### src/rtl/clk_sel_pkg.sv
package clk_sel_pkg;
  localparam int unsigned CTRL_W   = 8;
  localparam int unsigned DIV_CW   = 2;
  localparam int unsigned MAIN_NS  = 3;
  localparam int unsigned SUB_NS   = 2;

  typedef enum logic [1:0] {
    SRC_DCO = 2'd0,
    SRC_HF2 = 2'd1,
    SRC_LF  = 2'd2
  } src_e;

  // field order is the software-visible bit layout, MSB first
  typedef struct packed {
    logic              lf_ext;
    logic              sub_off;
    logic              hf2_off;
    logic [1:0]        main_sel;
    logic              sub_sel;
    logic [DIV_CW-1:0] aux_div;
  } ctrl_t;

  localparam ctrl_t CTRL_RST = '{lf_ext: 1'b0, sub_off: 1'b0, hf2_off: 1'b1,
                                 main_sel: 2'b00, sub_sel: 1'b0, aux_div: '0};

  function automatic src_e main_src(input logic [1:0] code);
    case (code)
      2'b10:   return SRC_HF2;
      2'b11:   return SRC_LF;
      default: return SRC_DCO;
    endcase
  endfunction
endpackage

### src/rtl/clk_sel_regs.sv
module clk_sel_regs
  import clk_sel_pkg::*;
#(
  parameter ctrl_t RST_VAL = CTRL_RST
) (
  input  logic              clk_i,
  input  logic              rst_ni,
  input  logic              wr_en_i,
  input  logic [CTRL_W-1:0] wr_data_i,
  output logic [CTRL_W-1:0] rd_data_o,
  output ctrl_t             ctrl_o
);
  ctrl_t ctrl_q;

  always_ff @(posedge clk_i or negedge rst_ni) begin
    if (!rst_ni)      ctrl_q <= RST_VAL;
    else if (wr_en_i) ctrl_q <= ctrl_t'(wr_data_i);
  end

  assign ctrl_o    = ctrl_q;
  assign rd_data_o = CTRL_W'(ctrl_q);


  wr_take_chk: assert property (@(posedge clk_i) disable iff (!rst_ni)
    wr_en_i |=> rd_data_o == $past(wr_data_i));
endmodule

### src/rtl/clk_src_mux.sv
module clk_src_mux #(
  parameter int unsigned NUM_SRC = 3,
  parameter int unsigned SEL_W   = (NUM_SRC > 1) ? $clog2(NUM_SRC) : 1
) (
  input  logic               clk_i,
  input  logic               rst_ni,
  input  logic [NUM_SRC-1:0] src_i,
  input  logic [SEL_W-1:0]   req_i,
  input  logic               off_i,
  output logic               en_o,
  output logic [SEL_W-1:0]   act_o
);
  logic [SEL_W-1:0] act_q;
  logic             en_q;
  logic             cur_pulse;

  assign cur_pulse = (32'(act_q) < NUM_SRC) ? src_i[act_q] : 1'b0;

  always_ff @(posedge clk_i or negedge rst_ni) begin
    if (!rst_ni) begin
      act_q <= '0;
      en_q  <= 1'b0;
    end else begin
      en_q <= cur_pulse & ~off_i;
      // switch only on an idle cycle of the outgoing source
      if (!cur_pulse) act_q <= req_i;
    end
  end

  assign en_o  = en_q;
  assign act_o = act_q;


  sel_hold_chk: assert property (@(posedge clk_i) disable iff (!rst_ni)
    cur_pulse |=> act_q == $past(act_q));

  sel_take_chk: assert property (@(posedge clk_i) disable iff (!rst_ni)
    !cur_pulse |=> act_q == $past(req_i));

  gate_off_chk: assert property (@(posedge clk_i) disable iff (!rst_ni)
    off_i |=> !en_o);
endmodule

### src/rtl/clk_pow2_div.sv
module clk_pow2_div #(
  parameter int unsigned CODE_W = 2,
  parameter int unsigned MAX_LOG = (1 << CODE_W) - 1,
  parameter int unsigned CNT_W  = (MAX_LOG > 0) ? MAX_LOG : 1
) (
  input  logic              clk_i,
  input  logic              rst_ni,
  input  logic              src_i,
  input  logic [CODE_W-1:0] code_i,
  output logic              en_o
);
  logic [CODE_W-1:0] code_q;
  logic [CNT_W-1:0]  cnt_q;
  logic              en_q;
  logic [31:0]       lim_w;
  logic [CNT_W-1:0]  lim;

  assign lim_w = (32'd1 << code_q) - 32'd1;
  assign lim   = lim_w[CNT_W-1:0];

  always_ff @(posedge clk_i or negedge rst_ni) begin
    if (!rst_ni) begin
      code_q <= '0;
      cnt_q  <= '0;
      en_q   <= 1'b0;
    end else if (code_i != code_q) begin
      code_q <= code_i;
      cnt_q  <= '0;
      en_q   <= 1'b0;
    end else if (src_i) begin
      if (cnt_q == lim) begin
        cnt_q <= '0;
        en_q  <= 1'b1;
      end else begin
        cnt_q <= cnt_q + 1'b1;
        en_q  <= 1'b0;
      end
    end else begin
      en_q <= 1'b0;
    end
  end

  assign en_o = en_q;


  restart_chk: assert property (@(posedge clk_i) disable iff (!rst_ni)
    (code_i != code_q) |=> (!en_o && cnt_q == '0));

  pulse_src_chk: assert property (@(posedge clk_i) disable iff (!rst_ni)
    en_o |-> $past(src_i));

  cnt_range_chk: assert property (@(posedge clk_i) disable iff (!rst_ni)
    cnt_q <= lim);
endmodule

### src/rtl/clk_sel_ctrl.sv
module clk_sel_ctrl
  import clk_sel_pkg::*;
(
  input  logic              clk_i,
  input  logic              rst_ni,
  input  logic              wr_en_i,
  input  logic [CTRL_W-1:0] wr_data_i,
  output logic [CTRL_W-1:0] rd_data_o,
  input  logic              dco_pulse_i,
  input  logic              hf2_pulse_i,
  input  logic              lf_xtal_pulse_i,
  input  logic              lf_ext_pulse_i,
  input  logic              lf_hf_mode_i,
  output logic              main_en_o,
  output logic              sub_en_o,
  output logic              aux_en_o,
  output logic              hf2_osc_en_o
);
  localparam int unsigned MAIN_SW = $clog2(MAIN_NS);
  localparam int unsigned SUB_SW  = $clog2(SUB_NS);

  ctrl_t              ctrl;
  logic               lf_pulse;
  logic [MAIN_NS-1:0] main_src_v;
  logic [SUB_NS-1:0]  sub_src_v;
  logic [MAIN_SW-1:0] main_req, main_act;
  logic [SUB_SW-1:0]  sub_req, sub_act;
  logic               hf2_in_use;

  clk_sel_regs #(.RST_VAL(CTRL_RST)) u_regs (
    .clk_i     (clk_i),
    .rst_ni    (rst_ni),
    .wr_en_i   (wr_en_i),
    .wr_data_i (wr_data_i),
    .rd_data_o (rd_data_o),
    .ctrl_o    (ctrl)
  );

  // external digital input only in low-frequency mode
  assign lf_pulse = (ctrl.lf_ext && !lf_hf_mode_i) ? lf_ext_pulse_i : lf_xtal_pulse_i;

  assign main_src_v = {lf_pulse, hf2_pulse_i, dco_pulse_i};
  assign sub_src_v  = {hf2_pulse_i, dco_pulse_i};
  assign main_req   = MAIN_SW'(main_src(ctrl.main_sel));
  assign sub_req    = SUB_SW'(ctrl.sub_sel);

  clk_src_mux #(.NUM_SRC(MAIN_NS), .SEL_W(MAIN_SW)) u_main_mux (
    .clk_i  (clk_i),
    .rst_ni (rst_ni),
    .src_i  (main_src_v),
    .req_i  (main_req),
    .off_i  (1'b0),
    .en_o   (main_en_o),
    .act_o  (main_act)
  );

  clk_src_mux #(.NUM_SRC(SUB_NS), .SEL_W(SUB_SW)) u_sub_mux (
    .clk_i  (clk_i),
    .rst_ni (rst_ni),
    .src_i  (sub_src_v),
    .req_i  (sub_req),
    .off_i  (ctrl.sub_off),
    .en_o   (sub_en_o),
    .act_o  (sub_act)
  );

  clk_pow2_div #(.CODE_W(DIV_CW)) u_aux_div (
    .clk_i  (clk_i),
    .rst_ni (rst_ni),
    .src_i  (lf_pulse),
    .code_i (ctrl.aux_div),
    .en_o   (aux_en_o)
  );

  assign hf2_in_use = (main_req == MAIN_SW'(SRC_HF2)) || (main_act == MAIN_SW'(SRC_HF2)) ||
                      (sub_req  == SUB_SW'(SRC_HF2))  || (sub_act  == SUB_SW'(SRC_HF2));
  assign hf2_osc_en_o = !ctrl.hf2_off || hf2_in_use;


  hf2_on_chk: assert property (@(posedge clk_i) disable iff (!rst_ni)
    !rd_data_o[5] |-> hf2_osc_en_o);

  hf2_used_chk: assert property (@(posedge clk_i) disable iff (!rst_ni)
    (main_act == MAIN_SW'(SRC_HF2) || sub_act == SUB_SW'(SRC_HF2)) |-> hf2_osc_en_o);

  main_src_chk: assert property (@(posedge clk_i) disable iff (!rst_ni)
    main_en_o |-> $past(dco_pulse_i || hf2_pulse_i || lf_pulse));
endmodule

### config.mk
export PLATFORM = sky130hd
export DESIGN_NAME = clk_sel_ctrl
export DESIGN_NICKNAME = d
export VERILOG_FILES = /design/src/rtl/clk_sel_pkg.sv /design/src/rtl/clk_sel_regs.sv /design/src/rtl/clk_src_mux.sv /design/src/rtl/clk_pow2_div.sv /design/src/rtl/clk_sel_ctrl.sv
export SDC_FILE = /design/constraint.sdc
export NUM_CORES = 1
export LEC_CHECK = 0
export BUFFER_PORTS_ARGS = -buffer_cell sky130_fd_sc_hd__buf_4
export CAP_MARGIN = 20
export CORE_UTILIZATION = 52
export CTS_CLUSTER_DIAMETER = 120
export CTS_CLUSTER_SIZE = 25
export DETAILED_ROUTE_END_ITERATION = 10
export GPL_ROUTABILITY_DRIVEN = 0
export PLACE_DENSITY = 0.88
export SLEW_MARGIN = 20
export SYNTH_ARGS = -nofsm -noshare
export SYNTH_HDL_FRONTEND = slang
export SYNTH_SLANG_ARGS = --single-unit
### constraint.sdc
create_clock -name clk_i -period 2.4 [get_ports clk_i]
set_clock_uncertainty 0.2 [all_clocks]
set_input_delay 0.36 -clock clk_i [delete_from_list [all_inputs] [get_ports clk_i]]
set_output_delay 0.36 -clock clk_i [all_outputs]
set_load 0.02 [all_outputs]
**Yosys cells after proc, flatten, opt, wreduce, memory -nomap -nowiden**

Index checks and enable logic that the tools add are counted.

- Register bits after elaboration: 19
- Input port bits: 16
- Output and inout bits: 12
- Logic and storage cells: 48

- $add $sub $neg: 2
- $lt $le $gt $ge: 3
- Equality and inequality tests: 6
- Shift operators: 1
- Muxes and demuxes: 13
- Bitwise operators: 2
- Reductions and logical operators: 8

Operators by type and width:

| cell | count |
|---|---|
| $mux W3 | 3 |
| $mux W1 | 8 |
| $eq A2 B1 Y1 const B | 2 |
| $eq A2 B2 Y1 const B | 2 |
| $logic_or A1 B1 Y1 | 4 |
| $pmux W2 S2 | 1 |
| $add A3 B1 Y3 const B | 1 |
| $eq A3 B3 Y1 | 1 |
| $lt A2 B3 Y1 const B | 1 |
| $shl A1 B2 Y3 const A | 1 |
| $sub A3 B1 Y3 const B | 1 |
| $bmux W1 S2 | 1 |
| $logic_not A1 Y1 | 2 |
| $lt A1 B2 Y1 const B | 1 |
| $lt A2 B2 Y1 const B | 1 |
| $ne A2 B2 Y1 | 1 |
| $reduce_bool A2 Y1 | 1 |
| $and A1 B1 Y1 | 1 |
| $logic_and A1 B1 Y1 | 1 |
| $not A1 Y1 | 1 |

**Depth between registers and ports, before layout**

Gate-level depths: netlist of the first run.

- Depth in word-level cells: 7
- Gate-level depth with buffers: 4
- Mapped depth without buffers: 4

**Hierarchy**

From an unflattened synthesis of the first run, not the netlist that was laid out.

- Cells, all modules: 88
- Area total of the unflattened synthesis: 1008.5 um^2

By module, submodules not included:

| module | times used | cells an instance | area an instance (um^2) | sequential area each (um^2) |
|---|---|---|---|---|
| clk_sel_regs | 1 | 25 | 392.9 | 201.4 |
| clk_pow2_div | 1 | 32 | 325.3 | 150.1 |
| clk_src_mux at u_main_mux | 1 | 16 | 148.9 | 75.1 |
| clk_src_mux at u_sub_mux | 1 | 7 | 77.6 | 50.0 |
| clk_sel_ctrl | 1 | 8 | 63.8 | 0.0 |

**Worst setup path before layout of the first run**

No wires, ideal clock.

- Kind: register -> register
- Start point: register u_regs.ctrl_q (netlist bit u_regs.ctrl_o[7])
- End point: register u_aux_div.cnt_q[2]
- Setup time: 126 ps
- Arrival: 1336 ps
- Required time: 2074 ps
- Setup slack: 738 ps
- Stages on the path, launching flop included: 5
- Buffers on the path: 0
- Period minus slack after synthesis: 1662 ps
- Path through: dfrtp_1 -> nor2b_4 -> mux2i_1 -> nor4b_1 -> a221o_1

- Longest elaborated chain between the ends: 3

Ends and longest elaborated chain:

| what | RTL line | text |
|---|---|---|
| from (decl) | clk_sel_regs.sv:13 | `ctrl_t ctrl_q;` |
| from (signal assigned) | clk_sel_regs.sv:17 | `else if (wr_en_i) ctrl_q <= ctrl_t'(wr_data_i);` |
| $logic_and A1 B1 Y1 | clk_sel_ctrl.sv:40 | `assign lf_pulse = (ctrl.lf_ext && !lf_hf_mode_i) ? lf_ext_pulse_i : lf_xtal_pulse_i;` |
| $mux W1 | clk_sel_ctrl.sv:40 |  |
| $reduce_bool A2 Y1 (no line) | - |  |
| to (signal assigned) | clk_pow2_div.sv:35 | `cnt_q <= cnt_q + 1'b1;` |
| to (decl) | clk_pow2_div.sv:13 | `logic [CNT_W-1:0] cnt_q;` |

No other way between the ends.
A chain may end at the register's enable or synchronous reset.

**Final worst setup path of the first run**

- Start point: register u_main_mux.act_q[1] (netlist: u_main_mux.act_o[1])
- End point: output port hf2_osc_en_o

- Longest elaborated chain between the ends: 5

Ends and longest elaborated chain:

| what | RTL line | text |
|---|---|---|
| from (decl) | clk_src_mux.sv:13 | `logic [SEL_W-1:0] act_q;` |
| from (signal assigned) | clk_src_mux.sv:26 | `if (!cur_pulse) act_q <= req_i;` |
| $eq A2 B1 Y1 | clk_sel_ctrl.sv:75 | `assign hf2_in_use = (main_req == MAIN_SW'(SRC_HF2)) \|\| (main_act == MAIN_SW'(SRC_HF2)) \|\|` |
| $logic_or A1 B1 Y1 (2 in series) | clk_sel_ctrl.sv:75 |  |
| $logic_or A1 B1 Y1 | clk_sel_ctrl.sv:76 | `(sub_req == SUB_SW'(SRC_HF2)) \|\| (sub_act == SUB_SW'(SRC_HF2));` |
| $logic_or A1 B1 Y1 | clk_sel_ctrl.sv:77 | `assign hf2_osc_en_o = !ctrl.hf2_off \|\| hf2_in_use;` |
| to (decl) | clk_sel_ctrl.sv:17 | `output logic hf2_osc_en_o` |

No other way between the ends.

==> results of run 1 <==
stage by stage:
stage | setup slack, ps | utilization, %
final | 563 | 72.5
after global routing | 479 | 72.5
after CTS | 546 | 72.5
after detailed placement | 646 | 69.9
after global placement | 730 | 69.9
after floorplan | 738 | -
synthesized netlist by cell type:
cell	count	area, um2
o2bb2ai_1	1	8.76
a221o_1	1	10.0
dfrtp_1	18	450
o21ai_0	2	10.0
nand2_2	1	6.26
clkbuf_1	3	11.3
nand3b_1	1	7.51
o21a_1	2	15.0
nor3_1	1	5.00
nand2_1	2	7.51
o22ai_1	1	6.26
nor3_2	1	10.0
inv_1	3	11.3
mux2_2	9	101
a32o_1	1	10.0
buf_4	2	15.0
nor2b_4	1	13.8
a21oi_1	7	35.0
nor2_1	5	18.8
nand4_1	1	6.26
mux2i_1	2	20.0
ha_1	1	12.5
xnor2_1	3	26.3
and4bb_1	1	12.5
a32oi_1	1	8.76
nand2b_1	2	12.5
nor4b_1	1	8.76
and3_1	1	6.26
dfstp_2	1	26.3
state kept, by name, summed over array words and instances, names as in the netlist:
name	cells
u_main_mux.en_o	1
u_aux_div.cnt_q	3
u_aux_div.code_q	2
u_aux_div.en_o	1
u_sub_mux.en_o	1
u_main_mux.act_o	2
u_sub_mux.act_o	1
u_regs.ctrl_o	8
placed cells by master (no fill, tap or decap):
master / instances
buf_4: 27
o22ai_1: 1
nand3b_1: 1
a32oi_1: 1
a32o_1: 1
dfstp_2: 1
nand2_1: 2
nor3_1: 1
nand4_1: 1
dlygate4sd3_1: 1
a21oi_1: 7
xnor2_1: 3
clkbuf_4: 3
and4bb_1: 1
nand2b_1: 2
nor2b_4: 1
nor4b_1: 1
o2bb2ai_1: 1
dfrtp_1: 18
and3_1: 1
a221o_1: 1
mux2_2: 9
o21ai_0: 2
mux2i_1: 2
nor3_2: 1
inv_1: 3
o21a_1: 2
nand2_2: 1
nor2_1: 5
ha_1: 1
clkinvlp_4: 1
cells by family after synthesis:
| family | share of synthesized area, % |
|---|---|
| xor+xnor | 2.94 |
| simple gates | 12.9 |
| mux | 13.6 |
| fa+ha+maj | 1.40 |
| flops | 53.4 |
| compound gates | 11.6 |
| buf+inv | 4.20 |
critical path, delay by kind of cell (launching register included):
| kind | cells | cell delay [ps] |
|---|---|---|
| DFF | 1 | 460 |
| and+or+nand+nor | 1 | 120 |
| buffers and inverters | 2 | 230 |
| AOI/OAI and AO/OA | 1 | 160 |
power by group:
group	internal (mW)	leakage, nW	switching, mW
Sequential	0.362	0.233	0.0419
Clock	0.0636	0.0139	0.107
Combinational	0.102	0.281	0.101
per-layer routing:
metal | vias up | global-route usage [%] | routed length, um
li1 | 325 | - | -
met5 | - | 0 | 0
met2 | 24 | 39.1 | 914
met1 | 308 | 24.7 | 700
met4 | 0 | 9.38 | 26
met3 | 4 | 5.00 | 93
worst paths after layout:
check | endpoint
max | hf2_osc_en_o
min | u_sub_mux.act_o
max reg2reg | u_aux_div.cnt_q[2]
min reg2reg | u_aux_div.code_q[1]
max in group asynchronous | u_regs.ctrl_o[5]
min in group asynchronous | u_regs.ctrl_o[4]
final cells by class:
type | instances | share of cell area [%]
flip-flops and latches | 19 | 42.2
multi-input cells | 49 | 33.6
repair buffers | 28 | 18.8
clock buffers | 3 | 1.99
well taps | 16 | 1.77
inverters | 3 | 0.997
clock inverters | 1 | 0.664
repair_timing:
action                                 CTS  global route
buffers inserted                         0             0
hold buffers                             1             0
endpoints found under the hold margin   19             0
==> out/results.ini, run 1 <==
[synth]
postSynthCellCount=76
syn-num-nets=93
ys.warnings.count=0
synth_cell_type_count=29
syn_area_um2=893
synth_seq_cells=19
synth_area_per_cell_um2=11.8
ys_seq_area_share_pct=53.4

[final_layout]
seqCellArea_um2=477
fillers=119
finalNetCount=121
drive_above_1_share_pct=42.7
diodes=0
multi_input_area_um2=379
syn2layout_area_growth_pct=26.5
final_cells=119
fin_area_mm2=0.00113

[place]
post-place-cells=114
hpwl_um=1270
portBuffers=27
placed_area_mm2=0.00109

[clock_network]
clk_pin_slew_worst_paths_ps=120
clock_latency_ps=310
clock_sinks=19
cts_inserted_buffers=3
post_cts_resized=0
clockBufferDepth=2
clockRootBuffer=clkbuf_4
htreeDepth=1
cts_tree=done

[worst_setup_path]
reg2reg_depth=4
end_kind=output port
start_kind=flop
crit_type=reg2out
crit_path_cell_trace=inv_1 > a21oi_1 > nand4_1 > buf_4
reg2reg_from=u_regs.ctrl_o[7]
cp_slowest_stage_delay_ps=460
cp_max_fo=7
cp.arrival_ps=1280
slowest_stage=dfrtp_1
r2r_setup_slack_ps=690
startpoint=u_main_mux.act_o[1]
worstPathRequired_ps=1840

[power_and_ir_drop]
totalPowerFinal_mw=0.777
irDropWorstVdd_mv=0.508
powerDensity_mw_per_mm2=688
leakagePower_nw=0.528

[sta]
max_slew.worst_pin.slew_ps=416
rsz0062_at_grt=no
finalCritPeriodShare_pct=76.5
drv_slew=0
fin_setup_tns_ps=0
slew_headroom_pct=71.5
worst_hold_slack_ps=34.9
fmax_ghz=0.544
hold_viol=0
finalSetupViolations=0
layout_min_cycle_time_ps=1840

[routing]
routed_via_density=5.55
drt-total-wl_um=1730
drtAntennaViolNets=0
vias=661
drc_errors=4
wire_per_inst_um=14.6
drtPass1Iterations=7
drtIter0Drc=18

[die]
coreArea_mm2=0.00156
ioPinCount=28
chipHeight_um=43.5
start_util_pct=57.3
die-area_mm2=0.00189
rows=14
die_w_um=43.5

[grt]
grt_pass1_vias=674
grt_max_degree=20
antenna_found_initial=0
grt.overflow.total=0
track_usage_pct=21.8
grt_pass1_wl_um=2880

[outcome]
outcome=finished, violations left
violations=DRC

[min_path]
hold_depth=2
worstHoldStart=dco_pulse_i
holdCritPathClass=in2reg

[run]
cap_violations=0

Note: power is estimated with default switching activity, not from simulation.
==> inputs of run 2 (changes only) <==
--- a/config.mk
+++ b/config.mk
@@ -5,14 +5,15 @@
 export SDC_FILE = /design/constraint.sdc
 export NUM_CORES = 1
 export LEC_CHECK = 0
+export ABC_AREA = 1
 export BUFFER_PORTS_ARGS = -buffer_cell sky130_fd_sc_hd__buf_4
 export CAP_MARGIN = 20
-export CORE_UTILIZATION = 52
+export CORE_UTILIZATION = 48
 export CTS_CLUSTER_DIAMETER = 120
 export CTS_CLUSTER_SIZE = 25
 export DETAILED_ROUTE_END_ITERATION = 10
 export GPL_ROUTABILITY_DRIVEN = 0
-export PLACE_DENSITY = 0.88
+export PLACE_DENSITY = 0.83
 export SLEW_MARGIN = 20
 export SYNTH_ARGS = -nofsm -noshare
 export SYNTH_HDL_FRONTEND = slang
==> constraint.sdc (replaced) <==
create_clock -name clk_i -period 1.9 [get_ports clk_i]
set_clock_uncertainty 0.2 [all_clocks]
set_input_delay 0.285 -clock clk_i [delete_from_list [all_inputs] [get_ports clk_i]]
set_output_delay 0.285 -clock clk_i [all_outputs]
set_load 0.02 [all_outputs]
==> out/results.ini, run 2 <==
[grt]
grt.overflow.total=0  ; unchanged
grt_max_degree=20  ; unchanged
met1_usage_pct=25.5  ; was 24.7%
grt_pass1_vias=735  ; was 674
track_usage_pct=21.2  ; was 21.8%
grtUsageMet2_pct=36.8  ; was 39.1%
antenna_found_initial=0  ; unchanged
grt-busiest-layer=met2  ; unchanged
grt_pass1_wl_um=3030  ; was 2880 um
met3_usage_pct=4.00  ; was 5.00%

[worst_setup_path]
r2r_setup_slack_ps=530  ; was 690 ps
timing.rr.end=u_aux_div.cnt_q[1]  ; was u_aux_div.cnt_q[2]
path_delay_family=flip-flops  ; unchanged
reg2reg_from=u_regs.ctrl_o[7]  ; unchanged
slowest_stage=dfstp_2  ; was dfrtp_1
end_kind=output port  ; unchanged
worstPathRequired_ps=1410  ; was 1840 ps
cp.arrival_ps=1340  ; was 1280 ps
reg2reg_depth=7  ; was 4
critPathBufInv=2  ; unchanged
crit_type=reg2out  ; unchanged
crit_cells=4  ; unchanged
cp_max_fo=2  ; was 7
start_kind=flop  ; unchanged
cp_slowest_stage_delay_ps=550  ; was 460 ps
crit_path_cell_trace=inv_1 > nor3_1 > nand3_1 > buf_4  ; was inv_1 > a21oi_1 > nand4_1 > buf_4

[final_layout]
seqCellArea_um2=477  ; unchanged
final_cells=164  ; was 119
fillers=141  ; was 119
final_cell_mix=nand2_1, buf_4, dfrtp_1  ; was buf_4, dfrtp_1, mux2_2
largest_reg_flops=8  ; unchanged
finalNetCount=157  ; was 121
diodes=0  ; unchanged
fin_area_mm2=0.00119  ; was 0.00113 mm2
multi_input_area_um2=319  ; was 379 um2
syn2layout_area_growth_pct=34.3  ; was 26.5%
drive_above_1_share_pct=28.1  ; was 42.7%

[synth]
synth_top_family_by_area=simple AND/OR/NAND/NOR gates  ; was multiplexers
synth_compound_area_share_pct=6.33  ; was 11.6%
syn-num-nets=123  ; was 93
synthAdderAreaFrac_pct=1.41  ; was 1.40%
synth_edf_count=0  ; unchanged
synth.top_cell.area_share_pct=50.6  ; was 50.4%
synth_area_per_cell_um2=8.39  ; was 11.8 um2
ys_seq_area_share_pct=53.6  ; was 53.4%
synth_mux_area_share_pct=2.53  ; was 13.6%
async_flop_share_pct=100  ; unchanged
synth_seq_cells=19  ; unchanged
synthTopCellsByCount=nand2_1, dfrtp_1, inv_1  ; was dfrtp_1, mux2_2, a21oi_1
postSynthCellCount=106  ; was 76
synth.area.top_cells=dfrtp_1, nand2_1, inv_1  ; was dfrtp_1, mux2_2, a21oi_1
ys.warnings.count=0  ; unchanged
synth.most_common_cell=nand2_1  ; was dfrtp_1
synth_top_cell_by_area=dfrtp_1  ; unchanged
synthFlopType=dfrtp_1  ; unchanged
syn_area_um2=890  ; was 893 um2
synth-simple-area-share_pct=23.6  ; was 12.9%
synth_cell_type_count=22  ; was 29
synthXorXnorAreaFrac_pct=1.97  ; was 2.94%

[power_and_ir_drop]
leakagePower_nw=0.640  ; was 0.528 nW
powerDensity_mw_per_mm2=775  ; was 688 mW/mm2
totalPowerFinal_mw=0.926  ; was 0.777 mW
irDropWorstVdd_mv=0.453  ; was 0.508 mV

[routing]
wire_per_inst_um=11.1  ; was 14.6 um
routed_via_density=4.73  ; was 5.55
vias=776  ; was 661
drtPass1Iterations=5  ; was 7
drtAntennaViolNets=0  ; unchanged
drc_errors=0  ; was 4
drt-total-wl_um=1820  ; was 1730 um
drtIter0Drc=12  ; was 18

[die]
die-area_mm2=0.00203  ; was 0.00189 mm2
coreArea_mm2=0.00173  ; was 0.00156 mm2
chipHeight_um=45.1  ; was 43.5 um
rows=15  ; was 14
die_w_um=45.1  ; was 43.5 um
ioPinCount=28  ; unchanged
start_util_pct=51.5  ; was 57.3%

[sta]
slew_headroom_pct=81.1  ; was 71.5%
max_slew.worst_pin.slew_ps=282  ; was 416 ps
drv_slew=0  ; unchanged
fmax_ghz=0.548
layout_min_cycle_time_ps=1820
finalSetupViolations=0  ; unchanged
rsz0062_at_grt=no  ; unchanged
finalCritPeriodShare_pct=96.0
worst_hold_slack_ps=-3.69  ; was 34.9 ps
fin_setup_tns_ps=0  ; unchanged
hold_viol=1  ; was 0

[min_path]
hold_end=u_regs.ctrl_o[2]  ; was u_sub_mux.act_o
hold_depth=3  ; was 2
worstHoldStart=wr_data_i[2]  ; was dco_pulse_i
holdCritPathClass=in2reg  ; unchanged

[clock_network]
cts_tree=done  ; unchanged
clockBufferDepth=2  ; unchanged
clock_latency_ps=310  ; about the same
clockRootBuffer=clkbuf_4  ; unchanged
clock_sinks=19  ; unchanged
clk_pin_slew_worst_paths_ps=120  ; about the same
cts_inserted_buffers=3  ; unchanged
post_cts_resized=0  ; unchanged
htreeDepth=1  ; unchanged
postCtsSetupRepairBufs=0  ; unchanged

[place]
placed_area_mm2=0.00110  ; was 0.00109 mm2
post-place-cells=153  ; was 114
portBuffers=27  ; unchanged
hpwl_um=1290  ; was 1270 um

[outcome]
violations=hold timing  ; was DRC
outcome=finished, violations left  ; unchanged

[run]
cap_violations=0  ; unchanged

==> run 2: cell count changes after synthesis, sizes merged, moves of 6 or more <==
cell / delta
a21oi: -6
inv: +14
mux2: -7
nand2: +26
nand3: +10
o21ai: +7
==> run 2: repair_timing <==
item	4_1_cts	5_1_grt
endpoints found under the hold margin	25	0
hold buffers	7	0
setup endpoints to repair	0	0
==> run 2: per-layer routing <==
layer | routed length [um] | vias up
met3 | 73 | 5
li1 | - | 397
met2 | 940 | 22
met1 | 770 | 352
met5 | 0 | -
met4 | 34 | 0
==> run 2: kinds of logic after synthesis <==
family | after synthesis
AOI/OAI and AO/OA | 11
muxes | 2
adders and majority gates | 1
DFF | 19
xor gates and xnor gates | 2
and+or+nand+nor | 48
buffers and inverters | 23
==> run 2: layout make-up <==
| class | count | area share (%) |
|---|---|---|
| tap | 25 | 2.62 |
| multi-input combinational | 64 | 26.7 |
| timing repair buffer | 34 | 22.8 |
| clock inverter | 1 | 0.419 |
| sequential | 19 | 39.9 |
| clock buffer | 3 | 1.88 |
| inverter | 18 | 5.65 |
==> run 2: worst register-to-register path: stages, from the launching register on <==
cell,delay [ps]
dfrtp_1,400
inv_1,60
o21ai_0,140
nand2_1,140
nand2_1,120
clkinv_1,80
nand3_1,70
nand2_1,50
==> run 2: through the flow <==
step / worst slack [ps] / utilization [%] / hold slack, ps
2_1_floorplan: 434 / - / -211
3_3_place_gp: 471 / 63.6 / -30.5
3_5_place_dp: 454 / 63.6 / -28.9
4_1_cts: 102 / 69.2 / 2.17
5_1_grt: 17.8 / 69.2 / 2.91
6_report: 75.6 / 69.2 / -3.69
==> run 2: worst max-delay path by stage <==
stage | startpoint | end | slack [ps]
2_1_floorplan | u_regs.ctrl_o[5] | hf2_osc_en_o | 430
3_3_place_gp | u_regs.ctrl_o[5] | hf2_osc_en_o | 470
3_5_place_dp | u_regs.ctrl_o[5] | hf2_osc_en_o | 450
4_1_cts | u_regs.ctrl_o[5] | hf2_osc_en_o | 100
5_1_grt | u_regs.ctrl_o[5] | hf2_osc_en_o | 20
6_report | u_regs.ctrl_o[5] | hf2_osc_en_o | 80
==> run 2: report_power, final <==
group          switching [mW]  leakage (nW)  internal [mW]
logic                   0.130         0.384          0.104
registers              0.0328         0.237          0.449
clock network           0.132        0.0177         0.0786
